### src/rtl/i2c_pt_pkg.sv
// Shared types for the I2C phase timer: step codes, phase states, the
// decoded timing bank and the word-unpacking helper.
package i2c_pt_pkg;

    localparam int FIELD_W = 8;            // every timing count is one byte
    localparam int WORD_W  = 32;           // packed timing word width
    localparam int TICK_W  = FIELD_W + 1;  // holds count+1 without wrap

    typedef enum logic [1:0] {
        CMD_START   = 2'd0,
        CMD_BIT     = 2'd1,
        CMD_RESTART = 2'd2,
        CMD_STOP    = 2'd3
    } cmd_e;

    typedef enum logic [3:0] {
        PH_IDLE,
        PH_SU_STA,
        PH_HD_STA,
        PH_LOW,
        PH_SETTLE,
        PH_HIGH,
        PH_REL,
        PH_SU_DAT,
        PH_SU_STO
    } phase_e;

    typedef struct packed {
        logic [FIELD_W-1:0] div;
        logic [FIELD_W-1:0] lo;
        logic [FIELD_W-1:0] hi;
        logic [FIELD_W-1:0] su_sta;
        logic [FIELD_W-1:0] hd_sta;
        logic [FIELD_W-1:0] su_sto;
        logic [FIELD_W-1:0] su_dat;
        logic [FIELD_W-1:0] rel;
    } bank_t;

    // Split three packed timing words into named fields.
    function automatic bank_t unpack_bank(input logic [WORD_W-1:0] w1,
                                          input logic [WORD_W-1:0] w2,
                                          input logic [WORD_W-1:0] w3);
        bank_t b;
        b.su_sta = w1[31:24];
        b.hd_sta = w1[23:16];
        b.su_sto = w1[15:8];
        b.su_dat = w2[31:24];
        b.lo     = w2[15:8];
        b.hi     = w2[7:0];
        b.div    = w3[23:16];
        b.rel    = w3[7:0];
        return b;
    endfunction

    // Zero counts run for one tick.
    function automatic logic [TICK_W-1:0] at_least_one(input logic [FIELD_W-1:0] v);
        return (v == '0) ? TICK_W'(1) : {1'b0, v};
    endfunction

endpackage

### src/rtl/i2c_pt_bank.sv
// Timing bank snapshot: decodes three packed words and holds the fields.
// Assumes the words are stable in the cycle where load is high; load is
// only raised when a start command is accepted.
module i2c_pt_bank
    import i2c_pt_pkg::*;
(
    input  logic              clk,
    input  logic              rst_n,
    input  logic              load,
    input  logic [WORD_W-1:0] w1,
    input  logic [WORD_W-1:0] w2,
    input  logic [WORD_W-1:0] w3,
    output bank_t             cfg
);

    // Bits with no timing meaning in the word layout.
    logic unused_bits;
    assign unused_bits = ^{w1[7:0], w2[23:16], w3[31:24], w3[15:8]};

    // Capture the decoded fields on a start.
    always_ff @(posedge clk) begin
        if (!rst_n) begin
            cfg <= '0;
        end else if (load) begin
            cfg <= unpack_bank(w1, w2, w3);
        end
    end

endmodule

### src/rtl/i2c_pt_prescale.sv
// Prescaler: emits a tick every (div+1) clocks, or every clock while raw
// is high. A restart realigns the count so each phase starts fresh.
module i2c_pt_prescale #(
    parameter int DIV_W = 8
) (
    input  logic             clk,
    input  logic             rst_n,
    input  logic             restart,
    input  logic             raw,
    input  logic [DIV_W-1:0] div,
    output logic             tick
);

    logic [DIV_W-1:0] pre;

    assign tick = raw || (pre == div);

    // Count clocks inside one tick interval.
    always_ff @(posedge clk) begin
        if (!rst_n) begin
            pre <= '0;
        end else if (restart || tick) begin
            pre <= '0;
        end else begin
            pre <= pre + 1'b1;
        end
    end

endmodule

### src/rtl/i2c_pt_seq.sv
// Phase sequencer: walks the phases of one bus step and raises the
// strobe that closes each phase. Assumes cfg, hold and filt stay stable
// while a step runs (they are snapshots owned by the top).
module i2c_pt_seq
    import i2c_pt_pkg::*;
#(
    parameter int FLT_W    = 3,
    parameter int OVH_BASE = 8
) (
    input  logic             clk,
    input  logic             rst_n,
    input  logic             cmd_valid,
    input  logic [1:0]       cmd,
    input  bank_t            cfg,
    input  logic [FIELD_W-1:0] hold,
    input  logic [FLT_W-1:0] filt,
    input  logic             tick,
    output logic             raw,
    output logic             restart,
    output logic             ready,
    output logic             accept,
    output logic             scl_fall,
    output logic             scl_rise,
    output logic             sda_fall,
    output logic             sda_rise,
    output logic             drive,
    output logic             sample
);

    phase_e            phase, phase_nxt;
    logic [TICK_W-1:0] cnt;
    logic [TICK_W-1:0] len;
    logic [TICK_W-1:0] low_len;
    logic [TICK_W-1:0] hold_len;
    logic [TICK_W-1:0] drv_idx;
    logic              last;
    logic [FIELD_W-1:0] unused_div;

    assign unused_div = cfg.div;
    assign low_len    = {1'b0, cfg.lo} + 1'b1;
    assign hold_len   = at_least_one(hold);
    assign drv_idx    = ((hold_len < low_len) ? hold_len : low_len) - 1'b1;

    // Length of the current phase in ticks (raw clocks while settling).
    always_comb begin
        case (phase)
            PH_SU_STA: len = at_least_one(cfg.su_sta);
            PH_HD_STA: len = at_least_one(cfg.hd_sta);
            PH_LOW:    len = low_len;
            PH_SETTLE: len = TICK_W'(OVH_BASE) + TICK_W'({filt, 1'b0});
            PH_HIGH:   len = {1'b0, cfg.hi} + 1'b1;
            PH_REL:    len = at_least_one(cfg.rel);
            PH_SU_DAT: len = at_least_one(cfg.su_dat);
            PH_SU_STO: len = at_least_one(cfg.su_sto);
            default:   len = TICK_W'(1);
        endcase
    end

    assign ready   = (phase == PH_IDLE);
    assign accept  = ready && cmd_valid;
    assign raw     = (phase == PH_IDLE) || (phase == PH_SETTLE);
    assign last    = !ready && tick && (cnt == len - 1'b1);
    assign restart = accept || last;

    // Choose the next phase from a new command or the end of the current one.
    always_comb begin
        phase_nxt = phase;
        if (accept) begin
            case (cmd)
                CMD_START:   phase_nxt = PH_SU_STA;
                CMD_BIT:     phase_nxt = PH_LOW;
                CMD_RESTART: phase_nxt = PH_REL;
                default:     phase_nxt = PH_SU_DAT;
            endcase
        end else if (last) begin
            case (phase)
                PH_SU_STA: phase_nxt = PH_HD_STA;
                PH_LOW:    phase_nxt = PH_SETTLE;
                PH_SETTLE: phase_nxt = PH_HIGH;
                PH_REL:    phase_nxt = PH_SU_STA;
                PH_SU_DAT: phase_nxt = PH_SU_STO;
                default:   phase_nxt = PH_IDLE;
            endcase
        end
    end

    // Phase register.
    always_ff @(posedge clk) begin
        if (!rst_n) begin
            phase <= PH_IDLE;
        end else begin
            phase <= phase_nxt;
        end
    end

    // Tick counter within the current phase.
    always_ff @(posedge clk) begin
        if (!rst_n) begin
            cnt <= '0;
        end else if (restart) begin
            cnt <= '0;
        end else if (tick && !ready) begin
            cnt <= cnt + 1'b1;
        end
    end

    assign sda_fall = last && (phase == PH_SU_STA);
    assign scl_fall = last && ((phase == PH_HD_STA) || (phase == PH_HIGH));
    assign scl_rise = last && ((phase == PH_LOW) || (phase == PH_REL) ||
                               (phase == PH_SU_DAT));
    assign sda_rise = last && (phase == PH_SU_STO);
    assign sample   = last && (phase == PH_SETTLE);
    assign drive    = (phase == PH_LOW) && tick && (cnt == drv_idx);

endmodule

### src/rtl/i2c_phase_timer.sv
// I2C phase timer top: snapshots both timing banks, the shared hold and
// the filter length at each accepted start, tracks which bank is in use,
// and drives the prescaler and phase sequencer from the active bank.
// Assumes the bit engine issues one step at a time and waits for ready.
module i2c_phase_timer
    import i2c_pt_pkg::*;
#(
    parameter int FLT_W    = 3,
    parameter int OVH_BASE = 8
) (
    input  logic               clk,
    input  logic               rst_n,
    input  logic               cmd_valid,
    input  logic [1:0]         cmd,
    input  logic               mcode_done,
    input  logic               hs_enable,
    input  logic [WORD_W-1:0]  fs_tim1,
    input  logic [WORD_W-1:0]  fs_tim2,
    input  logic [WORD_W-1:0]  fs_tim3,
    input  logic [WORD_W-1:0]  hs_tim1,
    input  logic [WORD_W-1:0]  hs_tim2,
    input  logic [WORD_W-1:0]  hs_tim3,
    input  logic [FIELD_W-1:0] hold_cfg,
    input  logic [FLT_W-1:0]   filt_cycles,
    output logic               cmd_ready,
    output logic               scl_fall_tick,
    output logic               scl_rise_tick,
    output logic               sda_fall_tick,
    output logic               sda_rise_tick,
    output logic               drive_tick,
    output logic               sample_tick,
    output logic               hs_bank_active
);

    localparam int NUM_BANKS = 2;
    localparam int BANK_HS   = 1;

    logic [WORD_W-1:0] bank_w1 [NUM_BANKS];
    logic [WORD_W-1:0] bank_w2 [NUM_BANKS];
    logic [WORD_W-1:0] bank_w3 [NUM_BANKS];
    bank_t             bank_cfg [NUM_BANKS];
    bank_t             act_cfg;

    logic               load;
    logic               accept;
    logic               tick;
    logic               raw;
    logic               restart;
    logic               hs_sel;
    logic               hs_snap;
    logic [FIELD_W-1:0] hold_snap;
    logic [FLT_W-1:0]   filt_snap;

    assign bank_w1[0]       = fs_tim1;
    assign bank_w2[0]       = fs_tim2;
    assign bank_w3[0]       = fs_tim3;
    assign bank_w1[BANK_HS] = hs_tim1;
    assign bank_w2[BANK_HS] = hs_tim2;
    assign bank_w3[BANK_HS] = hs_tim3;

    assign load = accept && (cmd == CMD_START);

    for (genvar b = 0; b < NUM_BANKS; b++) begin : g_bank
        i2c_pt_bank u_bank (
            .clk   (clk),
            .rst_n (rst_n),
            .load  (load),
            .w1    (bank_w1[b]),
            .w2    (bank_w2[b]),
            .w3    (bank_w3[b]),
            .cfg   (bank_cfg[b])
        );
    end

    assign act_cfg = hs_sel ? bank_cfg[BANK_HS] : bank_cfg[0];

    // Shared snapshot of hold, filter length and the high-speed wish.
    always_ff @(posedge clk) begin
        if (!rst_n) begin
            hold_snap <= '0;
            filt_snap <= '0;
            hs_snap   <= 1'b0;
        end else if (load) begin
            hold_snap <= hold_cfg;
            filt_snap <= filt_cycles;
            hs_snap   <= hs_enable;
        end
    end

    // Bank selection: fast at start and after stop, high-speed after master code.
    always_ff @(posedge clk) begin
        if (!rst_n) begin
            hs_sel <= 1'b0;
        end else if (load || sda_rise_tick) begin
            hs_sel <= 1'b0;
        end else if (cmd_ready && !cmd_valid && mcode_done && hs_snap) begin
            hs_sel <= 1'b1;
        end
    end

    i2c_pt_prescale #(.DIV_W(FIELD_W)) u_pre (
        .clk     (clk),
        .rst_n   (rst_n),
        .restart (restart),
        .raw     (raw),
        .div     (act_cfg.div),
        .tick    (tick)
    );

    i2c_pt_seq #(.FLT_W(FLT_W), .OVH_BASE(OVH_BASE)) u_seq (
        .clk       (clk),
        .rst_n     (rst_n),
        .cmd_valid (cmd_valid),
        .cmd       (cmd),
        .cfg       (act_cfg),
        .hold      (hold_snap),
        .filt      (filt_snap),
        .tick      (tick),
        .raw       (raw),
        .restart   (restart),
        .ready     (cmd_ready),
        .accept    (accept),
        .scl_fall  (scl_fall_tick),
        .scl_rise  (scl_rise_tick),
        .sda_fall  (sda_fall_tick),
        .sda_rise  (sda_rise_tick),
        .drive     (drive_tick),
        .sample    (sample_tick)
    );

    assign hs_bank_active = hs_sel;

endmodule

### config.mk
export PLATFORM = sky130hd
export DESIGN_NAME = i2c_phase_timer
export DESIGN_NICKNAME = d
export VERILOG_FILES = /design/src/rtl/i2c_pt_pkg.sv /design/src/rtl/i2c_pt_bank.sv /design/src/rtl/i2c_pt_prescale.sv /design/src/rtl/i2c_pt_seq.sv /design/src/rtl/i2c_phase_timer.sv
export SDC_FILE = /design/constraint.sdc
export NUM_CORES = 1
export LEC_CHECK = 0
export BUFFER_PORTS_ARGS = -buffer_cell sky130_fd_sc_hd__buf_2
export CORE_UTILIZATION = 40
export CTS_BUF_LIST = sky130_fd_sc_hd__clkbuf_4 sky130_fd_sc_hd__clkbuf_8
export DETAILED_ROUTE_END_ITERATION = 16
export SYNTH_ARGS = -nofsm -noshare
export SYNTH_HDL_FRONTEND = slang
export SYNTH_SLANG_ARGS = --single-unit
### constraint.sdc
create_clock -name clk -period 8.1 [get_ports clk]
set_input_delay 1.62 -clock clk [delete_from_list [all_inputs] [get_ports clk]]
set_output_delay 1.62 -clock clk [all_outputs]
set_load 0.03 [all_outputs]
==> metrics.md, run 1 <==
| Metric | Value |
|---|---|
| Status | `complete, no violations` |
| Max-cap viol count | `0` |
| Routed wire per std cell | `16.0 um` |
| Initial antenna violation count | `0` |
| Final setup vio count | `0` |
| Via count | `around 8000` |
| Final worst setup slack | `454 ps` |
| Core ar. | `0.0226 mm^2` |
| DRT Pass-1 Iters | `5` |
| DIE HEIGHT | `between 150 and 200 um` |
| P&R area growth vs syn | `13.9%` |
| Hold-fix buffer count after cts | `0` |
| Nets | `approximately 1400` |
| # DRC | `0` |
| RePlAce Congestion | `0.870` |
| # diodes | `0` |
| Worst rel slew slack | `28.3%` |
| Final Cycle Share | `94.4%` |
| DIE WIDTH | `154 um` |
| Final Hold Viols | `0` |
| Arrival time worst endpoint | `6030 ps` |
| Peak supply drop | `just over 0.09 mV` |
| Vias in the first global route | `7688` |
| TNS Setup | `0 ps` |
| Count of cell types in the netlist | `76` |
| Cell Area, Synth | `approximately 0.0092 mm^2` |
| Critical-path cell list | `mux2_2, ha_1, nand4b_1, a22oi_1, xor2_1, ha_1, a31oi_1, o22ai_1, nor2_4, mux2_2, ha_1, nand3_1, xnor2_1, mux2i_4, xnor2_1, or4_1, a2111oi_2, buf_2` |
| CP Capture Type | `output pin` |
| Crit-path max FO | `28` |
| Clock transition at the registers of the reported paths | `90 ps` |
| Post-route cell area | `0.0105 mm^2` |
| Initial core utilization | `40.7%` |
| Yosys reg bits | `162` |
| I/O Buffers | `around 150` |
| RSZ-0062 raised after global routing | `no` |
| Net Count, Synth | `1353` |
| Slowest CP cell | `or4_1` |
| Prevailing post-synth register cell | `dfxtp_1` |
| GR Overflow Total | `0` |
| Num CTS Buffers | `17` |
| Commonest non-fill, non-tap cells in the layout | `nand2_1 (305), dfxtp_1 (161), buf_2 (152)` |
| WS Path Type | `reg -> out` |
| Hold WS | `469 ps` |
| Drt initial violations | `503` |
| Post-DP Area | `0.0100 mm^2` |
| Fmax | `about 130 MHz` |
| Die ar. | `0.0236 mm^2` |
| H-tree levels | `4` |
| Post-synth EDFFs | `0` |
| Tmin final | `7650 ps` |
| Synth warn | `0` |
| R2R setup slack | `2820 ps` |
| CP Data Required Time | `roughly 6500 ps` |
| FP Rows | `55` |
| Most frequent cell on the critical path | `ha_1` |
| HP Class | `reg -> reg` |
| Critical Path Source Type | `flip-flop` |
| Setup WS pre-CTS | `between 700 and 800 ps` |
| Layout cell share with drive strength beyond 1 | `18.4%` |
| HPWL Detailed | `17.6 mm` |
| DRT antenna net count | `0` |
| Clk sinks | `162` |
| Most common cell after layout, fill and taps aside | `nand2_1` |
| Total track usage | `21.1%` |
| Post-synthesis sequential area ratio | `a little over a third` |
| CTS tree | `yes` |
| Num ports | `approximately 220` |
| Asr flop ratio synth | `0%` |
| Pin count of the biggest net entering global routing | `between 100 and 150` |
| Worst-margin pin slew | `1080 ps` |
| # resized after CTS | `0` |
| Pwr Density | `219 mW/mm^2` |
| P_leak | `about 3.7 nW` |
| Synth Area per Inst | `8.13 um^2` |
| Max Slew Vio Count | `0` |
| Clock Path Buffers | `2` |
| Syn Inst Count | `approximately 1100` |
| Worst path max stage delay | `around 560 ps` |
| Tot Pwr | `between 0.002 and 0.0025 W` |
| Worst skew pair latency | `480 ps` |
| First-pass GRT wire length | `between 30 and 40 mm` |
| Root Buffer | `clkbuf_8` |
| Setup Fix Bufs, Post-CTS | `0` |
| Final Routed Wirelength | `between 20 and 25 mm` |
| Routed vias/inst | `5.31` |
| Clock skew | `13.2 ps` |
-- metal layers --
| metal | part of all wire (%) | track usage, % |
|---|---|---|
| met1 | 46 | 27.8 |
| met3 | 4.7 | 4.23 |
| met2 | 47 | 35.0 |
| met4 | 1.6 | 5.86 |
| met5 | 0 | 0 |
-- stage by stage --
stage,utilization (%),instances
3_5_place_dp,44.4,1493
2_1_floorplan,-,1131
6_report,46.4,1525
4_1_cts,46.4,1525
5_1_grt,46.4,1525
3_3_place_gp,44.4,1493
-- cells in the mapped netlist (3+ instances only) --
cell / n / area, um^2
a2111oi_0: 5 / 43.8
a211oi_1: 7 / 52.6
a21boi_0: 141 / 1060
a21oi_1: 15 / 75.1
a22oi_1: 7 / 52.6
a2bb2oi_1: 3 / 26.3
a31oi_1: 5 / 31.3
and2_1: 6 / 37.5
and3_1: 7 / 43.8
buf_2: 13 / 65.1
buf_6: 5 / 56.3
clkbuf_1: 62 / 233
dfxtp_1: 162 / 3240
ha_1: 12 / 150
inv_1: 14 / 52.6
mux2_2: 7 / 78.8
mux2i_1: 63 / 631
nand2_1: 306 / 1150
nand2b_1: 4 / 25.0
nand3_1: 24 / 120
nand3b_1: 5 / 37.5
nand4_1: 10 / 62.6
nand4b_1: 6 / 52.6
nor2_1: 28 / 105
nor2b_1: 7 / 43.8
nor3_1: 30 / 150
nor4_1: 18 / 113
nor4b_1: 5 / 43.8
o211ai_1: 5 / 37.5
o21a_1: 4 / 30.0
o21ai_0: 10 / 50.1
o22a_1: 3 / 26.3
o22ai_1: 16 / 100
or2_2: 3 / 18.8
or3_1: 3 / 18.8
or3b_2: 3 / 26.3
or4b_2: 3 / 30.0
xnor2_1: 26 / 228
xor2_1: 32 / 280
-- layout make-up --
class                      count  area, um^2
inverter                      14        52.6
clock inverter                13         188
sequential                   162        3250
tap                          285         357
multi-input combinational    873        5560
timing repair buffer         159         817
fill                        2326       12100
clock buffer                  19         255
-- final timing paths --
check	start	endpoint	cells past startpoint
max	hs_bank_active$_SDFFE_PP0P_	drive_tick	18
min	g_bank[0].u_bank.cfg[62]$_SDFFE_PN0P_	g_bank[0].u_bank.cfg[62]$_SDFFE_PN0P_	2
max reg2reg	hs_bank_active$_SDFFE_PP0P_	u_pre.pre[7]$_SDFF_PP0_	16
min reg2reg	g_bank[0].u_bank.cfg[62]$_SDFFE_PN0P_	g_bank[0].u_bank.cfg[62]$_SDFFE_PN0P_	2
-- kinds of logic (layout without fill, tap and decap cells) --
group                      Yosys count  after routing  synth area share (%)
AOI/OAI and AO/OA                  238            238                  19.4
DFF                                162            162                  35.3
adders and majority gates           12             12                  1.63
xor gates and xnor gates            58             58                  5.52
muxes                               73             73                  8.23
buffers and inverters               96            205                  4.56
and+or+nand+nor                    492            492                  25.4
-- critical path, delay by kind of cell (launching register included) --
family          cells  cell delay, ps
compound gates      4             830
xor+xnor            3             800
fa+ha+maj           3             910
buf+inv             1             260
flops               1             550
mux                 3             950
simple gates        4            1230
-- registers in the layout, indices dropped and copies added, names as in the netlist --
register           flops
g_bank.u_bank.cfg    128
u_seq.cnt              9
hold_snap              8
u_pre.pre              8
u_seq.phase            4
filt_snap              3
hs_bank_active         1
hs_snap                1
-- power by group --
group,internal (W),switching (W)
Clock,0.000329,0.000340
Combinational,0.000288,0.000410
Sequential,0.000854,0.0000753
Power figures use the tool's default switching activity.
==> run 2: changes to the inputs <==
PLACE_DENSITY = 0.62   (was not set)
==> run 2 against run 1 <==
Effect of this change:
- combinational power is 1% lower
- register-to-register slack lost 270 ps
- cell count is essentially flat
- largest power group unchanged
==> metrics.md, run 2 (synthesized netlist as in run 1, its figures left out) <==
| Metric | Value |
|---|---|
| Slowest CP cell | `or4_1` |
| Worst path max stage delay | `570 ps` |
| Final Cycle Share | `94.8%` |
| GR Overflow Total | `0` |
| Clock transition at the registers of the reported paths | `90 ps` |
| Highest routed layer | `met4` |
| R2R depth | `16` |
| Arrival time worst endpoint | `6060 ps` |
| RePlAce Congestion | `roughly 0.85` |
| Regs by FF count | `g_bank.u_bank.cfg (128), u_seq.cnt (9)` |
| Core ar. | `0.0226 mm^2` |
| Fmax | `130 MHz` |
| Clock skew | `13.8 ps` |
| Final setup vio count | `0` |
| Routed vias/inst | `between 5 and 6` |
| Initial antenna violation count | `0` |
| FP Rows | `55` |
| Layout fillers | `2323` |
| # DRC | `0` |
| Hold-fix buffer count after cts | `0` |
| Worst Hold Path Cells | `2` |
| CP Depth | `18` |
| Peak supply drop | `0.0967 mV` |
| First-pass GRT wire length | `38.5 mm` |
| Area of the multi-input gates | `0.00556 mm^2` |
| Num ports | `218` |
| Tot Pwr | `0.00217 W` |
| P_leak | `3.67 nW` |
| Status | `complete, no violations` |
| HP Class | `reg -> reg` |
| Worst skew pair latency | `470 ps` |
| CP Data Required Time | `6480 ps` |
| Nets | `around 1500` |
| Max-cap viol count | `0` |
| TNS Setup | `0 ps` |
| Critical-path cell list | `mux2_2, ha_1, nand4_1, a22oi_1, xor2_1, ha_1, a31oi_1, o22ai_1, nor2_2, mux2_2, ha_1, nand3_1, xnor2_1, mux2i_4, xnor2_1, or4_1, a2111oi_2, buf_2` |
| Commonest non-fill, non-tap cells in the layout | `nand2_1 (305), dfxtp_1 (161), buf_2 (152)` |
| H-tree levels | `4` |
| Hold WS | `464 ps` |
| Final Non-Filler Cells | `1526` |
| CTS tree | `yes` |
| Initial core utilization | `approximately 40%` |
| Via count | `8066` |
| Layout cell share with drive strength beyond 1 | `18.5%` |
| Placed Instances | `1494` |
| Sequential Area | `0.00325 mm^2` |
| Num CTS Buffers | `17` |
| CP Capture Type | `output pin` |
| DIE WIDTH | `between 150 and 200 um` |
| Worst rel slew slack | `about a third` |
| Drt initial violations | `581` |
| DRT Pass-1 Iters | `5` |
| WP buf/inv | `1` |
| Die ar. | `0.0236 mm^2` |
| Crit path max-delay family | `simple AND/OR/NAND/NOR gates` |
| RSZ-0062 raised after global routing | `no` |
| HPWL Detailed | `17.4 mm` |
| Clock Path Buffers | `2` |
| Final Hold Viols | `0` |
| Pin count of the biggest net entering global routing | `between 100 and 150` |
| Worst-margin pin slew | `1030 ps` |
| Routed wire per std cell | `around 16 um` |
| Largest register FFs | `~130` |
| Vias in the first global route | `~7600` |
| Tmin final | `~7700 ps` |
| Pwr Density | `209 mW/mm^2` |
| # diodes | `0` |
| Setup Fix Bufs, Post-CTS | `0` |
| Reg with most FFs | `g_bank.u_bank.cfg` |
| Critical Path Source Type | `flip-flop` |
| I/O Buffers | `approximately 150` |
| # resized after CTS | `0` |
| Post-Route Utilization | `46.0%` |
| P&R area growth vs syn | `13.0%` |
| Root Buffer | `clkbuf_8` |
| Crit-path max FO | `11` |
| DRT antenna net count | `0` |
| Total track usage | `20.5%` |
| WS Path Type | `reg -> out` |
| DIE HEIGHT | `approximately 150 um` |
| Max Slew Vio Count | `0` |
| Routed length on met1 | `11.3 mm` |
| Final Routed Wirelength | `about 24 mm` |
| Clk sinks | `around 160` |
| Most common cell after layout, fill and taps aside | `nand2_1` |
| DR WL met3 | `829 um` |
| Routed length on met2 | `roughly 11 mm` |
| Most frequent cell on the critical path | `ha_1` |
-- run 2: path summary, 6_finish.rpt --
| check | from | end | slack (ps) |
|---|---|---|---|
| min reg2reg | g_bank[0].u_bank.cfg[55]$_SDFFE_PN0P_ | g_bank[0].u_bank.cfg[55]$_SDFFE_PN0P_ | 460 |
| min | g_bank[0].u_bank.cfg[55]$_SDFFE_PN0P_ | g_bank[0].u_bank.cfg[55]$_SDFFE_PN0P_ | 460 |
| max reg2reg | hs_bank_active$_SDFFE_PP0P_ | u_pre.pre[4]$_SDFF_PP0_ | 2550 |
| max | hs_bank_active$_SDFFE_PP0P_ | drive_tick | 420 |
-- run 2: through the flow --
stage	instance area [um^2]	worst slack [ps]
finish	10400	424
CTS	10400	443
detailed placement	10000	976
global route	10400	50.8
global placement	10000	965
floorplan	9200	713
-- run 2: power breakdown --
part | internal, W | switching (W)
combinational | 0.000288 | 0.000405
clock | 0.000230 | 0.000322
sequential | 0.000854 | 0.0000723
-- run 2: final cells by class --
class / count / area share [%]
clock buffer: 20 / 2.47
clock inverter: 12 / 0.951
inverter: 14 / 0.506
multi-input combinational: 873 / 53.5
sequential: 162 / 31.3
tap: 285 / 3.43
timing repair buffer: 160 / 7.90
-- run 2: tightest hold or removal path, delay by kind of cell (launching register included) --
kind	cells	cell delay (ps)
flops	1	320
compound gates	1	60
simple gates	1	40
-- run 2: metal layers --
layer  global-route usage, %  vias to the layer above
li1                        -                     4130
met1                    26.9                     3753
met2                    34.4                      156
met3                    3.35                       27
met4                    6.29                        0
met5                       0                        -
